===== src/rtl/path_pkg.sv =====
package path_pkg;
  typedef enum logic [2:0] {
    S_IDLE, S_LOAD, S_LDLAST, S_INIT, S_STEP, S_FIN, S_DONE
  } path_state_t;
endpackage


===== src/rtl/path_dist_map.sv =====
module path_dist_map #(
  parameter int WW   = 8,
  parameter int DW   = 10,
  parameter int OFFS = 1
) (
  input  logic [WW-1:0] w,
  output logic [DW-1:0] d
);
  localparam int TW = (DW > WW ? DW : WW) + 2;
  localparam logic [TW-1:0] FULL = TW'((1 << WW) - 1);
  localparam logic [TW-1:0] DMAXT = TW'((1 << DW) - 1);

  logic [TW-1:0] t;

  always_comb begin
    t = (FULL - TW'(w)) + TW'(OFFS);
    if (w == '0)        d = '1;
    else if (t > DMAXT) d = '1;
    else                d = t[DW-1:0];
  end
endmodule


===== src/rtl/path_min_pick.sv =====
module path_min_pick #(
  parameter int N  = 5,
  parameter int DW = 10,
  parameter int IW = 3
) (
  input  logic [N*DW-1:0] vals,
  input  logic [N-1:0]    excl,
  output logic [IW-1:0]   idx
);
  logic [DW-1:0] bv;
  logic          found;

  always_comb begin
    idx   = '0;
    bv    = '1;
    found = 1'b0;
    for (int j = 0; j < N; j++) begin
      if (!excl[j] && (!found || vals[j*DW +: DW] < bv)) begin
        found = 1'b1;
        bv    = vals[j*DW +: DW];
        idx   = IW'(j);
      end
    end
  end
endmodule


===== src/rtl/path_stats.sv =====
module path_stats
  import path_pkg::*;
#(
  parameter int N    = 5,
  parameter int WW   = 8,
  parameter int DW   = 10,
  parameter int OFFS = 1,
  parameter int FW   = 8,
  parameter int RB   = 24,
  localparam int IW  = (N > 1) ? $clog2(N) : 1,
  localparam int CW  = DW + FW + 1
) (
  input  logic            clk,
  input  logic            rst,
  input  logic            start,
  output logic [IW-1:0]   rd_row,
  output logic [IW-1:0]   rd_col,
  input  logic [WW-1:0]   rd_data,
  output logic [CW-1:0]   cpl,
  output logic [N*DW-1:0] ecc,
  output logic [DW-1:0]   radius,
  output logic [DW-1:0]   diameter,
  output logic            done
);
  localparam int SW   = DW + $clog2(N * N);
  localparam int RDEN = N * N - N;
  localparam longint RCPL = ((64'd1 << RB) + longint'(RDEN) - 1) / longint'(RDEN);
  localparam logic [RB:0] RCP = RCPL[RB:0];
  localparam int PW   = SW + RB + 1;
  localparam logic [DW-1:0] DMAX = '1;

  path_state_t st;
  logic [IW-1:0] lr, lc, ld_r, ld_c, src, stp, kpick;
  logic          ld_v;
  logic [DW-1:0] dmem [N][N];
  logic [DW-1:0] tent [N];
  logic [DW-1:0] newt [N];
  logic [DW-1:0] ecc_w [N];
  logic [N*DW-1:0] tent_flat;
  logic [N-1:0]  vis;
  logic [SW-1:0] sum, fsum;
  logic [DW-1:0] fmax, rad_w, dia_w, mapped;
  logic [PW-1:0] prod;

  assign rd_row = lr;
  assign rd_col = lc;

  path_dist_map #(.WW(WW), .DW(DW), .OFFS(OFFS)) u_map (.w(rd_data), .d(mapped));

  // distance store: one write per cycle, no reset
  always_ff @(posedge clk)
    if (ld_v) dmem[ld_r][ld_c] <= mapped;

  for (genvar g = 0; g < N; g++) begin : g_flat
    assign tent_flat[g*DW +: DW] = tent[g];
  end

  path_min_pick #(.N(N), .DW(DW), .IW(IW)) u_pick (
    .vals(tent_flat), .excl(vis), .idx(kpick));

  // relaxation through the picked node, all targets in parallel
  always_comb begin
    for (int j = 0; j < N; j++) begin
      logic [DW:0] s;
      s = {1'b0, tent[kpick]} + {1'b0, dmem[kpick][j]};
      if (s[DW])            newt[j] = (DMAX < tent[j]) ? DMAX : tent[j];
      else if (s[DW-1:0] < tent[j]) newt[j] = s[DW-1:0];
      else                  newt[j] = tent[j];
    end
  end

  // per-source row reduction: max and sum over j != src
  always_comb begin
    fmax = '0;
    fsum = '0;
    for (int j = 0; j < N; j++) begin
      if (IW'(j) != src) begin
        fsum = fsum + SW'(tent[j]);
        if (tent[j] > fmax) fmax = tent[j];
      end
    end
  end

  assign prod = PW'(sum) * PW'(RCP);

  always_ff @(posedge clk) begin
    if (rst) begin
      st <= S_IDLE;
      lr <= '0; lc <= '0; ld_r <= '0; ld_c <= '0; ld_v <= 1'b0;
      src <= '0; stp <= '0; vis <= '0; sum <= '0;
      rad_w <= '0; dia_w <= '0;
      cpl <= '0; ecc <= '0; radius <= '0; diameter <= '0; done <= 1'b0;
      for (int j = 0; j < N; j++) begin
        tent[j]  <= '0;
        ecc_w[j] <= '0;
      end
    end else begin
      done <= 1'b0;
      ld_v <= 1'b0;
      unique case (st)
        S_IDLE: if (start) begin
          st <= S_LOAD; lr <= '0; lc <= '0;
        end
        S_LOAD: begin
          ld_v <= 1'b1; ld_r <= lr; ld_c <= lc;
          if (lc == IW'(N-1)) begin
            lc <= '0;
            if (lr == IW'(N-1)) begin
              lr <= '0; st <= S_LDLAST;
            end else lr <= lr + 1'b1;
          end else lc <= lc + 1'b1;
        end
        S_LDLAST: begin
          st <= S_INIT; src <= '0; sum <= '0; rad_w <= DMAX; dia_w <= '0;
        end
        S_INIT: begin
          for (int j = 0; j < N; j++)
            tent[j] <= (IW'(j) == src) ? '0 : dmem[src][j];
          vis <= '0;
          vis[src] <= 1'b1;
          stp <= '0;
          st <= S_STEP;
        end
        S_STEP: begin
          for (int j = 0; j < N; j++) tent[j] <= newt[j];
          vis[kpick] <= 1'b1;
          if (stp == IW'(N-2)) st <= S_FIN;
          else stp <= stp + 1'b1;
        end
        S_FIN: begin
          ecc_w[src] <= fmax;
          sum <= sum + fsum;
          if (fmax < rad_w) rad_w <= fmax;
          if (fmax > dia_w) dia_w <= fmax;
          if (src == IW'(N-1)) st <= S_DONE;
          else begin
            src <= src + 1'b1; st <= S_INIT;
          end
        end
        S_DONE: begin
          cpl <= CW'(prod >> (RB - FW));
          for (int j = 0; j < N; j++) ecc[j*DW +: DW] <= ecc_w[j];
          radius <= rad_w;
          diameter <= dia_w;
          done <= 1'b1;
          st <= S_IDLE;
        end
        default: st <= S_IDLE;
      endcase
    end
  end

  // ---------------- assertions ----------------
  initial begin
    assert (N >= 2 && RB >= FW) else $error("path_stats: bad parameters");
  end

  p_done_pulse_r7: assert property (@(posedge clk) disable iff (rst)
    done |=> !done);

  p_rd_range_r6: assert property (@(posedge clk) disable iff (rst)
    (rd_row < IW'(N)) && (rd_col < IW'(N)));

  p_pick_unvisited_r2: assert property (@(posedge clk) disable iff (rst)
    (st == S_STEP) |-> !vis[kpick]);

  p_self_zero_r10: assert property (@(posedge clk) disable iff (rst)
    (st == S_STEP) |-> (tent[src] == '0));

  p_rad_le_dia_r4: assert property (@(posedge clk) disable iff (rst)
    done |-> (radius <= diameter));

  for (genvar g = 0; g < N; g++) begin : g_chk
    p_tent_nonincr_r2: assert property (@(posedge clk) disable iff (rst)
      (st == S_STEP) |=> (tent[g] <= $past(tent[g])));
    p_ecc_bounds_r3: assert property (@(posedge clk) disable iff (rst)
      done |-> (ecc[g*DW +: DW] >= radius) && (ecc[g*DW +: DW] <= diameter));
  end
endmodule


===== config.mk =====
export PLATFORM = sky130hd
export DESIGN_NAME = path_stats
export DESIGN_NICKNAME = d
export VERILOG_FILES = /design/src/rtl/path_pkg.sv /design/src/rtl/path_dist_map.sv /design/src/rtl/path_min_pick.sv /design/src/rtl/path_stats.sv
export SDC_FILE = /design/constraint.sdc
export NUM_CORES = 1
export LEC_CHECK = 0
export BUFFER_PORTS_ARGS = -buffer_cell sky130_fd_sc_hd__buf_2
export CAP_MARGIN = 5
export CORE_MARGIN = 1
export CORE_UTILIZATION = 35
export CTS_CLUSTER_DIAMETER = 40
export DETAILED_ROUTE_END_ITERATION = 7
export MAX_ROUTING_LAYER = met4
export PLACE_DENSITY_LB_ADDON = 0.05
export SETUP_SLACK_MARGIN = 0.05
export SYNTH_ARGS = -nofsm -noshare
export SYNTH_HDL_FRONTEND = slang
export SYNTH_HIERARCHICAL = 1
export SYNTH_SLANG_ARGS = --single-unit

===== constraint.sdc =====
create_clock -name clk -period 15.2 [get_ports clk]
set_clock_uncertainty 0.15 [all_clocks]
set_input_delay 1.52 -clock clk [delete_from_list [all_inputs] [get_ports clk]]
set_output_delay 1.52 -clock clk [all_outputs]
set_load 0.02 [all_outputs]

## After elaboration in Yosys (flattened, before gate mapping)

Memory sizes are Yosys's and may differ from the RTL's. A register that Yosys moved wholly into a read port is not among the register bits.
Cells that the tools add are included.

| storage, ports and cells | value |
|---|---|
| input bits | 11 |
| memory bits (writable) | 350 |
| output and inout bits | 96 |
| logic and storage cells | 242 |
| register bits | 102 |
| memories | 3 |

| cells by class | value |
|---|---|
| reductions and logical operators | 33 |
| multipliers | 1 |
| $lt $le $gt $ge | 28 |
| $add $sub $neg | 16 |
| bitwise operators | 12 |
| equal/unequal tests | 26 |
| multiplexer cells | 107 |

Memory list:

| memory | words | bits a word | read ports | clocked after memory_dff | wr ports | line | source |
|---|---|---|---|---|---|---|---|
| dmem | 5 | 50 | 2 | 1 | 1 | path_stats.sv:35 | `logic [DW-1:0] dmem [N][N];` |
| ecc_w | 5 | 10 | 5 | 5 | 5 | path_stats.sv:38 | `logic [DW-1:0] ecc_w [N];` |
| tent | 5 | 10 | 6 | 0 | 5 | path_stats.sv:36 | `logic [DW-1:0] tent [N];` |

Operator list:

| kind | count |
|---|---|
| two-way mux 10 bit | 51 |
| less-than comparator 10 bit | 10 |
| adder 15 x 10 -> 15 bit | 4 |
| two-way mux 15 bit | 4 |
| adder 10 x 10 -> 11 bit | 5 |
| > comparator 10 bit | 5 |
| less-than comparator 10 bit, first input constant | 5 |
| two-way mux 50 bit | 1 |
| two-way mux 3 bit | 15 |
| case mux 10 bit (2 select lines) | 2 |
| multiplier 15 x 20 -> 35 bit, second input constant | 1 |
| demux 10 bit (select 3 bit) | 1 |
| case mux 15 bit (2 select lines) | 1 |
| case mux 3 bit (2 select lines) | 4 |
| two-way mux 1 bit | 22 |
| equality test 3 bit, second input constant | 6 |
| case mux 3 bit (6 select lines) | 1 |
| != test 2 bit, second input constant | 8 |
| adder 15 bit | 1 |
| adder 12 x 1 -> 12 bit, second input constant | 1 |
| adder 3 x 1 -> 3 bit, second input constant | 4 |
| > comparator 12 x 10 -> 1 bit, second input constant | 1 |
| > comparator 10 x 1 -> 1 bit, second input constant | 1 |
| OR 1 bit | 10 |
| other kinds (29) | 59 |

## Logic depth before layout (Yosys ltp)

An unclocked memory read counts as a cell.

| depth | value |
|---|---|
| depth in word-level cells | 24 |
| mapped depth | 64 |
| depth with buffers taken out | 57 |

## Cells and area by module

Netlist, hierarchy kept.

By module, submodules not included:

| module | cells each | seq. area each (um^2) | times used | area an instance (um^2) |
|---|---|---|---|---|
| path_stats | 3077 | 13613.1 | 1 | 32062.0 |
| path_min_pick | 198 | 0.0 | 1 | 1507.7 |
| path_dist_map | 29 | 0.0 | 1 | 185.2 |

## Worst setup path before layout

No wires, ideal clock.

| path | value |
|---|---|
| path kind | reg2reg |
| start point | register vis[0] (netlist name) |
| end point | memory tent[4][0], enable pin |
| clock period less this slack | 13.448 ns |
| library setup time | 0.380 ns |
| arrival | 12.918 ns |
| path slack | 1.752 ns |
| data required time | 14.670 ns |
| stages on the path, launching flop included | 63 |
| buffers on the path | 8 |
| path through | dfxtp_1 > buf_4 > clkbuf_1 > nor2_1 > ha_1 > a211oi_1 > nor2_1 > a211o_1 > o31a_1 > buf_2 > buf_1 > a21oi_1 > inv_1 > ha_1 > a21o_1 > a21oi_1 > a21oi_1 > a211oi_1 > [... 27 more ...] > buf_1 > a21oi_1 > o21ai_0 > ha_1 > a21o_1 > a21oi_1 > o21bai_1 > a21oi_1 > xnor2_1 > ha_1 > nor2b_1 > o21ai_0 > nand2b_1 > a21oi_1 > nor2b_1 > o21ai_0 > nand3_1 > a21oi_1 |

RTL lines:

| element | line |
|---|---|
| to (decl) | path_stats.sv:36 |

==> flow_summary_export.csv <==
group,metric,value,unit
drt,drt-initial-drc-count,1754,
cts,clkLatencyLatePin,0.66,ns
critical_path,arrival,14.23,ns
min_path,min_to,"cpl[4]$_SDFFE_PP0P_",
sta,min_period,14.02,ns
power_and_ir_drop,p_per_area,153,nW/um^2
critical_path,crit_path_frequent_cell,"a21oi_1",
floorplan,die_h,313,um
cts,cts_buffers,94,
cts,cts_sinks,505,
placed_design,placed_cells,4617,
synth,synthAdderAreaFrac,18.3,%
synth,synth_edf_count,350,
critical_path,rr_endpoint,"tent[1][2]$_DFFE_PP_",
synth,syn_nets,3761,
floorplan,dieArea,97700,um^2
critical_path,timing.rr.start,"vis[0]$_SDFFE_PP0P_",
global_route,grt_pass1_vias,25987,
power_and_ir_drop,total_power,5.99,mW
synth,synth_top_family_by_area,"adder cells",
min_path,min_from,"cpl[4]$_SDFFE_PP0P_",
synth,synth_cell_types,90,
final_layout,final_area,39200,um^2
cts,clk_path_buf_depth,3,
sta,whs,0.297,ns
critical_path,path_delay_family,"compound AO/OA/AOI/OAI gates",
sta,max_freq,71.3,MHz
synth,syn_avg_cell_area,10.2,um^2
critical_path,required,15.41,ns
synth,netlist_area,33800,um^2
drt,ant_nets,0,
cts,clk_pin_slew_worst_paths,0.05,ns
synth,synthFlopType,"edfxtp_1",
final_layout,finalNonFillerCells,4792,
final_layout,final_core_util,41.2,%
synth,yosys_warnings,6,
synth,synth-simple-area-share,10.6,%
final_layout,syn2layout_area_growth,16.2,%
sta,slew_headroom,13.6,%
drt,via_per_inst,5.27,
sta,tightestPinTransition,1.29,ns
drt,wire_per_inst,22.9,um
critical_path,path_class,"reg2reg",
critical_path,r2r_cells,58,
floorplan,core-area,95300,um^2
critical_path,path_buf_inv,5,
global_route,grt_overflow,0,
critical_path,endpoint_kind,"register",
global_route,antenna_found_initial,0,
sta,drv_slew,0,
global_route,grt_max_degree,94,
power_and_ir_drop,internal-power,3.80,mW
placed_design,io_buffers,106,
synth,seq_area_frac_synth,40.3,%
critical_path,cpMaxStageDelayCell,"dfxtp_1",
placed_design,dpl.hpwl,81.5,mm
power_and_ir_drop,power.switching,2.19,mW
final_layout,nFillCells,9303,
cts,cts_tree,"yes",
global_route,grt_usage,23.2,%
power_and_ir_drop,leakagePower,16.4,nW
synth,syn_inst,3304,
floorplan,dieWidth,313,um
flow_run,max_cap_viol_count,0,
cts,cts_setup_buffers,0,
sta,finalSetupTns,0,ns
global_route,grt_pass1_wl,165,mm
drt,drt-total-wl,110,mm
placed_design,placed_cell_area,36000,um^2
critical_path,rrSetupSlack,1.18,ns
cts,clk_root_buffer_cell,"clkbuf_16",
placed_design,pre_cts_ws,0.821,ns
run_status,status,"finished, final reports clean",
sta,fin_ws,1.18,ns
floorplan,rows,113,
placed_design,gp_congestion,0.953,
critical_path,cp_max_fo,27,
min_path,hold_class,"reg2reg",
floorplan,start_util,35.4,%
power_and_ir_drop,seq_power_share,25.4,%
final_layout,final_cell_mix,"ha_1, edfxtp_1, nand2_1",
min_path,hold_depth,2,
sta,rsz0062_at_grt,"false",
sta,finalCritPeriodShare,92.2,%
cts,h-tree-depth,3,
synth,synthMuxAreaShare,9.11,%
drt,first_pass_iters,7,
drt,dr_total_vias,25236,
power_and_ir_drop,irDropWorstVdd,0.0907,mV
synth,synth-seq-cells,505,
power_and_ir_drop,p_comb_share,39.7,%
floorplan,pin_count,107,
drt,drc,0,
sta,final-hold-violation-count,0,
final_layout,nets,3905,
critical_path,cpPeakStageDelay,0.84,ns
final_layout,final_layout_size_suffix_gt1_share,13.9,%
synth,async_reset_ff_share,0,%
synth,synth_compound_area_share,14.2,%
critical_path,startpoint_type,"register",
sta,finalSetupViolCount,0,
power_and_ir_drop,netSwitchingFraction,36.6,%
synth,synth-xor-area-share,2.52,%
final_layout,final_common_cell,"ha_1",
power_and_ir_drop,pwr-share-clk,34.9,%
## registers in the layout, summed over array words and instances (netlist names), 5 cells and up, named ones only
register  count
cpl          19
dia_w        10
diameter     10
dmem        250
ecc          50
ecc_w        50
rad_w        10
radius       10
sum          15
tent         50
vis           5
## cell type report
cell class	count	area (um^2)	share of cell area (%)
sequential	505	13600	34.7
tap	1265	1580	4.04
clock inverter	67	743	1.90
timing repair buffer	182	1130	2.88
multi-input combinational	2361	18600	47.3
inverter	304	1140	2.91
antenna	1	2.50	0.00638
clock buffer	107	2440	6.22
## worst reg2reg max path: cells and delay by family (launching register included)
kind                       cells  cell delay (ns)
buffers and inverters          5             1.43
xor gates and xnor gates       1             0.22
adders and majority gates      6             1.86
muxes                          3             0.89
and+or+nand+nor               13             2.27
DFF                            1             0.84
AOI/OAI and AO/OA             30             6.08
## logic make-up (layout without fill, tap and decap cells)
group,Yosys count,count (layout)
compound gates,785,785
xor+xnor,97,97
fa+ha+maj,446,446
buf+inv,438,660
flops,505,505
mux,220,220
other cells,1,2
simple gates,812,812
## routing by layer
layer	part of all wire [%]	track usage, %	vias up
met3	3.9	2.80	208
met1	43	28.0	12327
li1	-	-	12139
met5	0	-	-
met2	50	39.7	562
met4	3.5	8.22	0
## worst max-delay path by stage
stage / endpoint / cells after the start / from
5_1_grt: tent[1][1]$_DFFE_PP_ / 59 / vis[0]$_SDFFE_PP0P_
3_3_place_gp: tent[2][4]$_DFFE_PP_ / 54 / vis[0]$_SDFFE_PP0P_
4_1_cts: tent[2][8]$_DFFE_PP_ / 54 / vis[0]$_SDFFE_PP0P_
3_5_place_dp: tent[2][4]$_DFFE_PP_ / 54 / vis[0]$_SDFFE_PP0P_
6_report: tent[1][2]$_DFFE_PP_ / 58 / vis[0]$_SDFFE_PP0P_
2_1_floorplan: tent[4][0]$_DFFE_PP_ / 62 / vis[0]$_SDFFE_PP0P_
## repair_timing
item	4_1_cts	5_1_grt
resized for setup	0	3
hold buffers	0	0
endpoints found under the hold margin	0	0
setup endpoints to repair	0	40
## power by group through the flow
| stage | Clock (mW) | Combinational, mW | Sequential (mW) |
|---|---|---|---|
| final | 2.09 | 2.38 | 1.52 |
| after global routing | 2.19 | 2.68 | 1.52 |
| after CTS | 2.13 | 2.39 | 1.52 |
| after detailed placement | 0 | 2.38 | 1.55 |
| after global placement | 0 | 2.34 | 1.55 |
| after floorplan | 0 | 1.70 | 1.54 |
## cells in the mapped netlist (11+ instances only)
cell type	instances	share of area, %
or3_1	11	0.20
o21ai_1	11	0.16
xor2_1	18	0.47
inv_1	303	3.4
mux2i_1	121	3.6
nand4_1	13	0.24
nand3_1	27	0.40
mux4_2	63	4.2
a21oi_1	300	4.4
ha_1	367	14
clkbuf_1	107	1.2
nor3_1	20	0.30
o21a_1	16	0.36
a22oi_1	57	1.3
buf_1	20	0.22
a21o_1	45	1.0
dfxtp_1	155	9.2
o21bai_1	34	0.76
xnor2_1	79	2.0
a21boi_0	18	0.40
edfxtp_1	350	31
o21ai_0	207	3.1
mux2_2	25	0.83
nand2_1	343	3.8
nand2b_1	27	0.50
fa_1	79	4.7
nor2b_1	49	0.91
nor2_1	266	3.0
No activity file was read; power rests on OpenSTA's default activity.
